### config.mk
export PLATFORM = sky130hd
export DESIGN_NAME = ss_ramp_arbiter
export DESIGN_NICKNAME = d
export VERILOG_FILES = /design/src/rtl/ssarb_pkg.sv /design/src/rtl/ssarb_chan.sv /design/src/rtl/ssarb_ramp.sv /design/src/rtl/ssarb_sched.sv /design/src/rtl/ss_ramp_arbiter.sv
export SDC_FILE = /design/constraint.sdc
export NUM_CORES = 1
export LEC_CHECK = 0
export BUFFER_PORTS_ARGS = -buffer_cell sky130_fd_sc_hd__buf_2
export CAP_MARGIN = 20
export CORE_MARGIN = 2
export CORE_UTILIZATION = 51
export CTS_CLUSTER_SIZE = 20
export DETAILED_ROUTE_END_ITERATION = 8
export PLACE_DENSITY = 0.78
export SLEW_MARGIN = 25
export SYNTH_ARGS = -nofsm -noshare
export SYNTH_HDL_FRONTEND = slang
export SYNTH_SLANG_ARGS = --single-unit
export TNS_END_PERCENT = 50
### constraint.sdc
create_clock -name clk -period 3.3 [get_ports clk]
set_input_delay 0.165 -clock clk [delete_from_list [all_inputs] [get_ports clk]]
set_output_delay 0.165 -clock clk [all_outputs]
set_load 0.005 [all_outputs]
### src/rtl/ssarb_pkg.sv
// Package: shared types for the soft-start ramp arbiter.
// Assumes exactly two channels share one ramp engine.
package ssarb_pkg;

    localparam int NCH = 2;

    // Per-channel soft-start progress.
    typedef enum logic [1:0] {
        CH_IDLE = 2'd0,
        CH_WAIT = 2'd1,
        CH_RAMP = 2'd2,
        CH_DONE = 2'd3
    } ch_state_e;

    // Shared ramp engine occupancy.
    typedef enum logic [1:0] {
        ENG_FREE  = 2'd0,
        ENG_MERGE = 2'd1,
        ENG_BUSY  = 2'd2
    } eng_state_e;

endpackage

### src/rtl/ssarb_chan.sv
// Module: one channel's soft-start tracker.
// Moves the channel through idle, waiting, ramping and done.
// Any drop of the qualified request sends it back to idle.
// Assumes start is only pulsed while the channel waits.
// Assumes finish is only pulsed while it ramps.
module ssarb_chan
    import ssarb_pkg::*;
#(
    parameter int CODE_W = 6
) (
    input  logic              clk,
    input  logic              rst_n,
    input  logic              req,
    input  logic              start,
    input  logic              finish,
    input  logic [CODE_W-1:0] code,
    output logic              pending,
    output logic              active,
    output logic              done,
    output logic [CODE_W-1:0] ref_code
);

    localparam logic [CODE_W-1:0] FULL = '1;

    ch_state_e st_q, st_d;

    // Next channel state from request, start and finish strobes.
    always_comb begin
        st_d = st_q;
        if (!req) begin
            st_d = CH_IDLE;
        end else begin
            unique case (st_q)
                CH_IDLE: st_d = CH_WAIT;
                CH_WAIT: if (start)  st_d = CH_RAMP;
                CH_RAMP: if (finish) st_d = CH_DONE;
                CH_DONE: st_d = CH_DONE;
                default: st_d = CH_IDLE;
            endcase
        end
    end

    // State register with synchronous active-low reset.
    always_ff @(posedge clk) begin
        if (!rst_n) st_q <= CH_IDLE;
        else        st_q <= st_d;
    end

    assign pending = (st_q == CH_WAIT);
    assign active  = (st_q == CH_RAMP);
    assign done    = (st_q == CH_DONE);

    // Reference: follows the ramp, holds full scale when done, else zero.
    always_comb begin
        if (active)    ref_code = code;
        else if (done) ref_code = FULL;
        else           ref_code = '0;
    end

endmodule

### src/rtl/ssarb_ramp.sv
// Module: shared ramp code generator.
// Advances the code by one every STEP_CYCLES cycles while run is high.
// The code stops at full scale.
// at_end flags the last cycle of the full-scale step.
// Assumes clr and run are never high together.
module ssarb_ramp #(
    parameter int CODE_W      = 6,
    parameter int STEP_CYCLES = 4
) (
    input  logic              clk,
    input  logic              rst_n,
    input  logic              clr,
    input  logic              run,
    output logic [CODE_W-1:0] code,
    output logic              at_end
);

    localparam int SW = (STEP_CYCLES > 1) ? $clog2(STEP_CYCLES) : 1;
    localparam logic [SW-1:0]     STEP_LAST = SW'(STEP_CYCLES - 1);
    localparam logic [CODE_W-1:0] FULL      = '1;

    logic [SW-1:0]     scnt_q;
    logic [CODE_W-1:0] code_q;
    logic              step_last;

    assign step_last = (scnt_q == STEP_LAST);
    assign at_end    = run && step_last && (code_q == FULL);
    assign code      = code_q;

    // Step prescaler and code counter.
    always_ff @(posedge clk) begin
        if (!rst_n || clr) begin
            scnt_q <= '0;
            code_q <= '0;
        end else if (run) begin
            if (step_last) begin
                scnt_q <= '0;
                if (code_q != FULL) code_q <= code_q + 1'b1;
            end else begin
                scnt_q <= scnt_q + 1'b1;
            end
        end
    end

endmodule

### src/rtl/ssarb_sched.sv
// Module: ramp scheduler.
// Decides when the shared ramp starts and which channels join it.
// A lone request opens a merge window of MERGE_CYCLES cycles, unless the
// partner channel is already done.
// A second request inside the window starts a joint ramp at once.
// Requests seen while the ramp is busy stay pending until it is free.
// Assumes MERGE_CYCLES >= 1.
module ssarb_sched
    import ssarb_pkg::*;
#(
    parameter int MERGE_CYCLES = 12
) (
    input  logic           clk,
    input  logic           rst_n,
    input  logic [NCH-1:0] req,
    input  logic [NCH-1:0] pending,
    input  logic [NCH-1:0] active,
    input  logic [NCH-1:0] done,
    input  logic           at_end,
    output logic [NCH-1:0] start,
    output logic [NCH-1:0] finish,
    output logic           ramp_run,
    output logic           ramp_clr
);

    localparam int WW = $clog2(MERGE_CYCLES + 1);
    localparam logic [WW-1:0] WIN_LAST = WW'(MERGE_CYCLES - 1);

    eng_state_e    eng_q, eng_d;
    logic          first_q, first_d;
    logic [WW-1:0] wcnt_q, wcnt_d;
    logic [NCH-1:0] pend, live;
    logic           solo;

    assign pend = pending & req;
    assign live = active & req;
    assign solo = pend[1];

    // Scheduling decision for the current cycle.
    always_comb begin
        eng_d   = eng_q;
        first_d = first_q;
        wcnt_d  = wcnt_q;
        start   = '0;
        finish  = '0;
        unique case (eng_q)
            ENG_FREE: begin
                if (pend == 2'b11) begin
                    start = 2'b11;
                    eng_d = ENG_BUSY;
                end else if (pend != 2'b00) begin
                    if (done[!solo]) begin
                        start[solo] = 1'b1;
                        eng_d       = ENG_BUSY;
                    end else begin
                        eng_d   = ENG_MERGE;
                        first_d = solo;
                        wcnt_d  = '0;
                    end
                end
            end
            ENG_MERGE: begin
                if (pend == 2'b11) begin
                    start = 2'b11;
                    eng_d = ENG_BUSY;
                end else if (!pend[first_q]) begin
                    eng_d = ENG_FREE;
                end else if (wcnt_q == WIN_LAST) begin
                    start[first_q] = 1'b1;
                    eng_d          = ENG_BUSY;
                end else begin
                    wcnt_d = wcnt_q + 1'b1;
                end
            end
            ENG_BUSY: begin
                if (live == 2'b00) begin
                    eng_d = ENG_FREE;
                end else if (at_end) begin
                    finish = live;
                    eng_d  = ENG_FREE;
                end
            end
            default: eng_d = ENG_FREE;
        endcase
    end

    // Scheduler registers with synchronous active-low reset.
    always_ff @(posedge clk) begin
        if (!rst_n) begin
            eng_q   <= ENG_FREE;
            first_q <= 1'b0;
            wcnt_q  <= '0;
        end else begin
            eng_q   <= eng_d;
            first_q <= first_d;
            wcnt_q  <= wcnt_d;
        end
    end

    assign ramp_run = (eng_q == ENG_BUSY) && (live != 2'b00);
    assign ramp_clr = (eng_q != ENG_BUSY);

endmodule

### src/rtl/ss_ramp_arbiter.sv
// Module: top of the shared soft-start ramp arbiter.
// Two channel trackers, one ramp scheduler and one ramp code generator.
// Ramp time is 2**CODE_W * STEP_CYCLES clock cycles.
// Assumes ch_en is already synchronous to clk and past its threshold.
module ss_ramp_arbiter
    import ssarb_pkg::*;
#(
    parameter int CODE_W       = 6,
    parameter int STEP_CYCLES  = 4,
    parameter int MERGE_CYCLES = 12
) (
    input  logic                  clk,
    input  logic                  rst_n,
    input  logic                  stby_en,
    input  logic [1:0]            ch_en,
    output logic [CODE_W-1:0]     dac_code,
    output logic [2*CODE_W-1:0]   ch_ref,
    output logic [1:0]            ss_active,
    output logic [1:0]            ss_done
);

    logic [NCH-1:0]    req, pending, start, finish;
    logic              ramp_run, ramp_clr, at_end;
    logic [CODE_W-1:0] code;

    assign req      = {NCH{stby_en}} & ch_en;
    assign dac_code = code;

    // One tracker per channel.
    for (genvar g = 0; g < NCH; g++) begin : g_chan
        ssarb_chan #(.CODE_W(CODE_W)) u_chan (
            .clk      (clk),
            .rst_n    (rst_n),
            .req      (req[g]),
            .start    (start[g]),
            .finish   (finish[g]),
            .code     (code),
            .pending  (pending[g]),
            .active   (ss_active[g]),
            .done     (ss_done[g]),
            .ref_code (ch_ref[g*CODE_W +: CODE_W])
        );
    end

    ssarb_sched #(.MERGE_CYCLES(MERGE_CYCLES)) u_sched (
        .clk      (clk),
        .rst_n    (rst_n),
        .req      (req),
        .pending  (pending),
        .active   (ss_active),
        .done     (ss_done),
        .at_end   (at_end),
        .start    (start),
        .finish   (finish),
        .ramp_run (ramp_run),
        .ramp_clr (ramp_clr)
    );

    ssarb_ramp #(.CODE_W(CODE_W), .STEP_CYCLES(STEP_CYCLES)) u_ramp (
        .clk    (clk),
        .rst_n  (rst_n),
        .clr    (ramp_clr),
        .run    (ramp_run),
        .code   (code),
        .at_end (at_end)
    );

endmodule

==> metrics.md, run 1 <==
| Metric | Value |
|---|---|
| GPL Wtd Cong | 0.802 |
| Fmax achieved | 497 MHz |
| Initial core utilization | 0.525 |
| Slowest CP cell | dfxtp_1 |
| Synthesis-to-layout area growth | 8.23% |
| Final Util | 0.568 |
| Power per cell area | 273 nW/um^2 |
| Nets | 182 |
| Share of cells above drive strength 1 | 0.231 |
| Post-Syn Instances | 155 |
| Clock transition at the registers of the reported paths | 0.11 ns |
| Worst slew pin tran | 0.504 ns |
| Hold WS | 0.196 ns |
| Fin. Hold Viols | 0 |
| Mean Syn Cell Area | 8.23 sq um |
| Register area share after synthesis | 0.298 |
| Dpl cells | 199 |
| Ys async rst share | 0 |
| Seq cells post-synth | 19 |
| CP Class | reg -> reg |
| Largest net degree at the start of global routing | 15 |
| Crit. End Element | flop |
| Synth warn | 0 |
| # diodes | 0 |
| Syn_nets | 163 |
| Area after DPL | 1360 sq um |
| CTS max path bufs | 2 |
| Sink Count | 19 |
| Tot Pwr | 377 uW |
| Max Clock Skew | 0.0109 ns |
| Post-route DRC | 0 |
| Netlist cell types | 47 |
| Chip height | 54.0 um |
| Data required time of the worst path | 3.52 ns |
| First-pass GRT wire length | 4710 um |
| HP Class | in -> reg |
| IO Pins | 27 |
| Slew Limit Fails | 0 |
| GRT overflow | 0 |
| Cell Chain, Critical Path | nand4b_1 -> mux2i_1 -> nand4_1 -> or4_1 -> o22ai_1 |
| Non-Filler Instances | 203 |
| Die Wd | 54.0 um |
| Routed wire length | 2970 um |
| Iter 0 DRT Violations | 37 |
| Leakage | 0.560 nW |
| RSZ-0062 raised after global routing | no |
| Synthesized cell area | 1280 sq um |
| Final setup fails | 0 |
| Routed vias/inst | 6.01 |
| Outcome | finished, final reports clean |
| IO buf count | 26 |
| DIE AREA | 2920 sq um |
| Clk root buf | clkbuf_4 |
| Total Neg Setup Slack | 0 ns |
| Pre-antenna DRT Iters | 4 |
| Place WS | 1.37 ns |
| Post-CTS Setup Bufs | 0 |
| Filler cells | 233 |
| DPL Wire Length | 2210 um |
| Critical path arrival | 2.23 ns |
| FP Rows | 18 |
| Startpoint Class | flop |
| Max incr delay on CP | 0.61 ns |
| Ys flop type | dfxtp_1 |
| Worst setup margin | 1.29 ns |
| Num CTS Buffers | 3 |
| Total GRT Usage | 0.221 |
| CP bufs+invs | 0 |
| Worst rel slew slack | 0.664 |
| CTS-repair resized insts | 0 |
| Peak VDD IR | 0.000201 V |
| DR WL/cell | 14.6 um |
| Crit-path max FO | 14 |
| Final ANT Viol Nets | 0 |
| Most common cell after layout, fill and taps aside | nor2_1 |
| Post-CTS Hold Buffers | 0 |
| Post-route design area | 1380 sq um |
| Number of synthesized flops with an enable pin | 0 |
| Worst-Skew Late Latency | 0.30 ns |
| Critical path's top delay family | simple AND/OR/NAND/NOR gates |
| CTS tree | yes |
| Most frequent cells in the layout | nor2_1, buf_2, dfxtp_1 |
| Antenna violations before repair | 0 |
| Detailed-route via count | 1,221 |
| H-tree Lvls | 1 |
| Max-cap viol count | 0 |
| Crit path time final | 2.01 ns |
| Fin crit share | 0.610 |
| Vias in the first global route | 1,050 |
| Core ar. | 2430 sq um |
-- cell families (layout without fill, tap and decap cells) --
family / count (synthesis) / after routing / synth area share
XOR/XNOR: 4 / 4 / 0.0274
AO/OA/AOI/OAI: 33 / 33 / 0.190
adder cells (fa/ha/maj): 3 / 3 / 0.0294
multiplexers: 5 / 5 / 0.0392
buffers and inverters: 16 / 34 / 0.0814
flip-flops: 19 / 19 / 0.298
AND/OR/NAND/NOR: 75 / 75 / 0.334
-- flip-flops by register name, indices dropped and copies added (netlist names) --
register / count
u_ramp.scnt_q: 2
g_chan.u_chan.st_q: 4
u_sched.eng_q: 2
u_ramp.code: 6
u_sched.wcnt_q: 4
u_sched.first_q: 1
-- worst reg2reg max path: cells and delay by family, from the launching register on --
family,cells,cell delay [ns]
simple gates,3,0.82
compound gates,1,0.15
flops,1,0.61
mux,1,0.36
-- Yosys cell counts, types with 3 or more instances --
cell type	instances	area (sq um)
nor2_1	27	101
dfxtp_1	19	380
nand2_1	8	30.0
nand3_1	8	40.0
o21a_1	6	45.0
a21oi_1	5	25.0
buf_4	5	37.5
mux2i_1	5	50.1
clkbuf_1	4	15.0
inv_1	4	15.0
xor2_1	4	35.0
a211oi_1	3	22.5
a31oi_1	3	18.8
and2_1	3	18.8
ha_1	3	37.5
nand4_1	3	18.8
nand4b_1	3	26.3
nor2b_1	3	18.8
nor3_1	3	15.0
o21ai_0	3	15.0
-- worst paths after layout --
kind / start / end / slack [ns] / cells after the start
max: g_chan[1].u_chan.st_q[0]$_SDFFE_PN0P_ / u_sched.wcnt_q[3]$_SDFFE_PN0P_ / 1.29 / 5
min: rst_n / u_sched.eng_q[1]$_SDFFE_PN0P_ / 0.20 / 2
max reg2reg: g_chan[1].u_chan.st_q[0]$_SDFFE_PN0P_ / u_sched.wcnt_q[3]$_SDFFE_PN0P_ / 1.29 / 5
min reg2reg: u_sched.wcnt_q[3]$_SDFFE_PN0P_ / u_sched.wcnt_q[3]$_SDFFE_PN0P_ / 0.49 / 2
-- power by group --
| group | total, mW | internal, mW | switching, mW |
|---|---|---|---|
| logic | 0.0234 | 0.00901 | 0.0144 |
| clock network | 0.118 | 0.0470 | 0.0707 |
| registers | 0.236 | 0.231 | 0.00504 |
| total | 0.377 | 0.287 | 0.0901 |
-- layer usage --
layer,track usage,wire length (um)
met1,0.285,1340
met2,0.374,1510
met4,0.0875,10
met3,0.0250,114
met5,0,0
-- layout make-up --
type,count,area (sq um),share of cell area
well taps,30,37.5,0.0272
repair buffers,26,130,0.0942
flip-flops and latches,19,380,0.275
inverters,4,15.0,0.0109
clock buffers,4,26.3,0.0190
multi-input cells,120,792,0.573
Power figures use the tool's default switching activity.
==> inputs of run 2 (changes only) <==
CORE_UTILIZATION = 48   (was 51)
PLACE_DENSITY = 0.77   (was 0.78)
clock period = 1.82 ns   (was 3.3 ns; I/O delays follow)
==> run 2 against run 1 <==
  * Fmax grew 19%
  * Die area rose by 5.8%
  * Critical path type unchanged
  * Routed wire length increased by 0.54%
  * Clock skew down 0.0041 ns
  * Design area increased by 6.9%
  * Sequential cell count stayed put
  * Global-route usage decreased by 2.7 points
  * Critical endpoint unchanged
  * Cell count is 4.4% higher
==> metrics.md, run 2 (same netlist as run 1, synthesis figures left out) <==
| Metric | Value |
|---|---|
| Final setup fails | 0 |
| Fin. Hold Viols | 0 |
| Critical path's top delay family | simple AND/OR/NAND/NOR gates |
| Worst-Skew Late Latency | 0.31 ns |
| Max Clock Skew | 0.00680 ns |
| IO Pins | 27 |
| Largest net degree at the start of global routing | 12 |
| Num CTS Buffers | 3 |
| Most common cell after layout, fill and taps aside | nor2_1 |
| Sink Count | 19 |
| Total GRT Usage | 0.194 |
| Clock transition at the registers of the reported paths | 0.12 ns |
| DPL Wire Length | 2200 um |
| Crit-path max FO | 6 |
| H-tree Lvls | 1 |
| Total Neg Setup Slack | 0 ns |
| Dpl cells | 208 |
| Place WS | 0.0863 ns |
| Core ar. | 2500 sq um |
| Initial core utilization | 0.511 |
| CTS max path bufs | 2 |
| IO buf count | 26 |
| DIE AREA | 3090 sq um |
| Chip height | 55.6 um |
| Crit. End Element | flop |
| HP Class | in -> reg |
| Max incr delay on CP | 0.52 ns |
| GPL Wtd Cong | 0.886 |
| Leakage | 0.617 nW |
| Fin crit share | 0.929 |
| GRT overflow | 0 |
| Detailed-route via count | 1,256 |
| Vias in the first global route | 1,123 |
| CP bufs+invs | 0 |
| Final ANT Viol Nets | 0 |
| # diodes | 0 |
| Outcome | finished, final reports clean |
| First-pass GRT wire length | 4890 um |
| Most frequent cells in the layout | nor2_1, buf_2, dfxtp_1 |
| Nets | 191 |
| Cell Chain, Critical Path | and4b_4 -> a21oi_4 -> o311ai_4 -> or4_1 -> o22ai_1 |
| CTS tree | yes |
| Non-Filler Instances | 212 |
| Pre-antenna DRT Iters | 4 |
| Synthesis-to-layout area growth | 15.7% |
| Fmax achieved | 592 MHz |
| HP Start | ch_en[1] |
| Tot Pwr | 698 uW |
| Post-CTS Setup Bufs | 0 |
| Slew Limit Fails | 0 |
| DR WL/cell | 14.1 um |
| Power per cell area | 473 nW/um^2 |
| Routed wire length | 2990 um |
| Crit Reg-Reg Startpoint | g_chan[0].u_chan.st_q[1]$_SDFFE_PN0P_ |
| FP Rows | 18 |
| Die Wd | 55.6 um |
| Antenna violations before repair | 0 |
| Clk root buf | clkbuf_4 |
| Share of cells above drive strength 1 | 0.291 |
| Largest register FFs | 6 |
| Routed vias/inst | 5.92 |
| Data required time of the worst path | 2.06 ns |
| CP Class | reg -> reg |
| Post-route DRC | 0 |
| RSZ-0062 raised after global routing | no |
| Iter 0 DRT Violations | 55 |
| Startpoint Class | flop |
| Max-cap viol count | 0 |
| Critical path arrival | 1.93 ns |
| Slowest CP cell | or4_1 |
| Crit path time final | 1.69 ns |
| Worst slew pin tran | 0.405 ns |
| Peak VDD IR | 0.000316 V |
| CP startpoint | g_chan[0].u_chan.st_q[1]$_SDFFE_PN0P_ |
| Worst setup margin | 0.130 ns |
| Worst rel slew slack | 0.727 |
-- run 2: cell type report --
class	count	area [sq um]
fillers	221	1020
flip-flops and latches	19	389
clock inverters	1	5.00
multi-input cells	120	810
well taps	30	37.5
inverters	4	15.0
clock buffers	3	22.5
repair buffers	35	198
-- run 2: timing repair --
action,in CTS,in global routing
setup endpoints to repair,0,1
hold buffers,0,0
gates resized for setup,0,7
-- run 2: metrics by stage --
stage,hold slack (ns),util,instance area (sq um)
3_5_place_dp,0.425,0.569,1420
4_1_cts,0.0961,0.580,1450
3_3_place_gp,0.419,0.569,1420
6_report,0.0995,0.591,1480
5_1_grt,0.100,0.591,1480
2_1_floorplan,0.261,-,1280
-- run 2: where the power goes --
| part | total, mW | internal [mW] | switching, mW |
|---|---|---|---|
| Sequential | 0.421 | 0.416 | 0.00467 |
| Clock | 0.224 | 0.0821 | 0.142 |
| Combinational | 0.0537 | 0.0214 | 0.0323 |
-- run 2: path summary, 6_finish.rpt --
check                                          endpoint  slack, ns  depth (start not counted)
setup / recovery         u_sched.wcnt_q[3]$_SDFFE_PN0P_       0.13                          5
hold / removal    g_chan[1].u_chan.st_q[1]$_SDFFE_PN0P_        0.1                          3
setup reg to reg         u_sched.wcnt_q[3]$_SDFFE_PN0P_       0.13                          5
hold reg to reg          u_sched.wcnt_q[3]$_SDFFE_PN0P_       0.51                          2
-- run 2: per-layer routing --
metal	wire length, um	GRT usage	part of all wire
met1	1400	0.262	0.47
met2	1380	0.304	0.46
met3	163	0.0328	0.055
met4	49	0.0801	0.016
met5	0	0	0
-- run 2: worst min-delay path: cells and delay by family --
family	cells	cell delay, ns
simple gates	2	0.16
buf+inv	1	0.14
==> inputs of run 3 (changes only) <==
ABC_AREA = 1   (was default)
CORE_UTILIZATION = 49   (was 48)
PLACE_DENSITY = 0.78   (was 0.77)
==> run 3 against run 2 <==
  * Via count up 3.1%
  * Combinational power increased to 2.6 times the previous value
  * Clock skew down 0.0060 ns
  * Power increased by 14%
  * Core utilization is 2.2 points lower
  * Routed wire length down 6.4%
  * Design area grew 3.4%
  * Register-to-register slack gained 0.06 ns
  * Worst setup slack improved by 0.057 ns
==> metrics.md, run 3 <==
| Metric | Value |
|---|---|
| Outcome | finished, final reports clean |
| Register-to-Register Path Depth | 8 |
| Tot Pwr | 797 uW |
| Num CTS Buffers | 3 |
| Synthesized cell area | 1350 sq um |
| CP Class | reg -> reg |
| Routed vias/inst | 5.14 |
| Synth cell count leaders | nand2_1, inv_1, a21oi_1, dfxtp_1, nand3_1 |
| Post-CTS Setup Bufs | 0 |
| Data required time of the worst path | 2.02 ns |
| H-tree Lvls | 1 |
| Startpoint Class | flop |
| Post-route DRC | 0 |
| Synth warn | 0 |
| Routed wire length | 2800 um |
| DIE AREA | 3200 sq um |
| Top post-synthesis cells by area | dfxtp_1, nand2_1, a21oi_1, inv_1, nand3_1 |
| DR WL/cell | 11.1 um |
| Most common cell after layout, fill and taps aside | nand2_1 |
| Ys flop type | dfxtp_1 |
| Power per cell area | 522 nW/um^2 |
| Final setup fails | 0 |
| Slew Limit Fails | 0 |
| Final ANT Viol Nets | 0 |
| Vias in the first global route | 1,182 |
| Antenna violations before repair | 0 |
| Largest net degree at the start of global routing | 11 |
| Most frequent cells in the layout | nand2_1, buf_2, inv_1 |
| Ys async rst share | 0 |
| CTS-repair resized insts | 0 |
| Crit-path max FO | 4 |
| Chip height | 56.6 um |
| Mean Syn Cell Area | 6.98 sq um |
| Seq cells post-synth | 19 |
| Fin. Hold Viols | 0 |
| Worst-Skew Late Latency | 0.29 ns |
| Leakage | 0.704 nW |
| Largest register FFs | 6 |
| Total Neg Setup Slack | 0 ns |
| Max-cap viol count | 0 |
| Register area share after synthesis | 0.281 |
| Critical path arrival | 1.84 ns |
| GRT overflow | 0 |
| Share of the synthesized area in the top cell type | 0.281 |
| Initial core utilization | 0.504 |
| Post-CTS Hold Buffers | 0 |
| Crit path time final | 1.63 ns |
| Most common cell in the synthesized netlist | nand2_1 |
| Clk root buf | clkbuf_4 |
| HP Class | in -> reg |
| Hold path depth | 3 |
| Worst rel slew slack | 0.685 |
| Synthesis-to-layout area growth | 12.8% |
| IO Pins | 27 |
| Fmax achieved | 612 MHz |
| RSZ-0062 raised after global routing | no |
| Worst slew pin tran | 0.471 ns |
| Share of cells above drive strength 1 | 0.285 |
| DPL Wire Length | 2290 um |
| # diodes | 0 |
| Max Clock Skew | 0.000754 ns |
| Post-Syn Instances | 194 |
| Crit. End Element | flop |
| Netlist cell types | 29 |
| Iter 0 DRT Violations | 57 |
| Nets | 230 |
| Fin crit share | 0.897 |
| Cell taking the most area after synthesis | dfxtp_1 |
| Syn_nets | 202 |
| Peak VDD IR | 0.000291 V |
| IO buf count | 26 |
| Total GRT Usage | 0.190 |
| Detailed-route via count | 1,295 |
| Pre-antenna DRT Iters | 4 |
| GPL Wtd Cong | 0.854 |
| First-pass GRT wire length | 4980 um |
| Number of synthesized flops with an enable pin | 0 |
| Core ar. | 2690 sq um |
| Die Wd | 56.6 um |
| FP Rows | 19 |
| CTS max path bufs | 2 |
| Clock transition at the registers of the reported paths | 0.11 ns |
| CTS tree | yes |
| Sink Count | 19 |
[run 3: cell types whose count changed in the layout (fill, tap and decap cells not counted), moves of 5 or more]
| cell | before | now |
|---|---|---|
| nor2_1 | 27 | 14 |
| a21oi_1 | 5 | 23 |
| nand2_4 | 0 | 6 |
| buf_4 | 9 | 1 |
| nand2_1 | 8 | 37 |
| nand2_2 | 0 | 8 |
| mux2i_1 | 5 | 0 |
| o21a_1 | 6 | 0 |
| inv_1 | 4 | 24 |
| nand3_1 | 8 | 15 |
[run 3: per-stage QoR]
step	hold WS, ns	cells	setup slack (ns)	cell area (sq um)	util
floorplan	0.228	194	0.375	1350	-
global placement	0.398	248	0.284	1500	0.558
detailed placement	0.393	248	0.212	1500	0.558
CTS	0.0736	252	0.188	1530	0.568
global route	0.0860	252	0.0320	1530	0.568
finish	0.0776	252	0.187	1530	0.568
[run 3: cell type report]
type	count	area [sq um]
Timing Repair Buffer	27	138
Clock buffer	4	26.3
Multi-Input combinational cell	142	830
Fill cell	279	1160
Inverter	29	114
Sequential cell	19	380
Tap cell	31	38.8
[run 3: power by group]
| part | internal (mW) | switching (mW) | leakage (nW) |
|---|---|---|---|
| clock network | 0.0852 | 0.132 | 0.0150 |
| logic | 0.0477 | 0.0934 | 0.535 |
| registers | 0.428 | 0.0105 | 0.154 |
| total | 0.560 | 0.236 | 0.704 |
[run 3: path summary, 6_finish.rpt]
path              slack [ns]                             end                    startpoint
hold / removal          0.08  u_sched.wcnt_q[0]$_SDFFE_PN0P_                         rst_n
hold reg to reg         0.50    u_sched.first_q$_SDFFE_PN0P_  u_sched.first_q$_SDFFE_PN0P_
setup / recovery        0.19   u_sched.eng_q[0]$_SDFFE_PN0P_   u_ramp.code[0]$_SDFFE_PP0P_
setup reg to reg        0.19   u_sched.eng_q[0]$_SDFFE_PN0P_   u_ramp.code[0]$_SDFFE_PP0P_
[run 3: per-layer routing]
| metal | global-route usage | up-vias | wire, um |
|---|---|---|---|
| li1 | - | 687 | - |
| met1 | 0.249 | 588 | 1360 |
| met2 | 0.319 | 18 | 1330 |
| met3 | 0.0300 | 2 | 91 |
| met4 | 0.0578 | 0 | 20 |
| met5 | 0 | - | 0 |
[run 3: kinds of logic after synthesis]
family	after synthesis	share of synthesized area
AOI/OAI and AO/OA	39	0.160
xor gates and xnor gates	3	0.0194
adders and majority gates	3	0.0277
buffers and inverters	33	0.106
DFF	19	0.281
and+or+nand+nor	97	0.406
[run 3: worst max-delay path, stage by stage (launching register included)]
cell and delay, ns:
dfxtp_1 0.39, ha_1 0.21, nand3_1 0.12, nor2_1 0.19, inv_1 0.11, o21ai_0 0.25, nand3_1 0.14, nor2_1 0.10
nor2_1 0.04
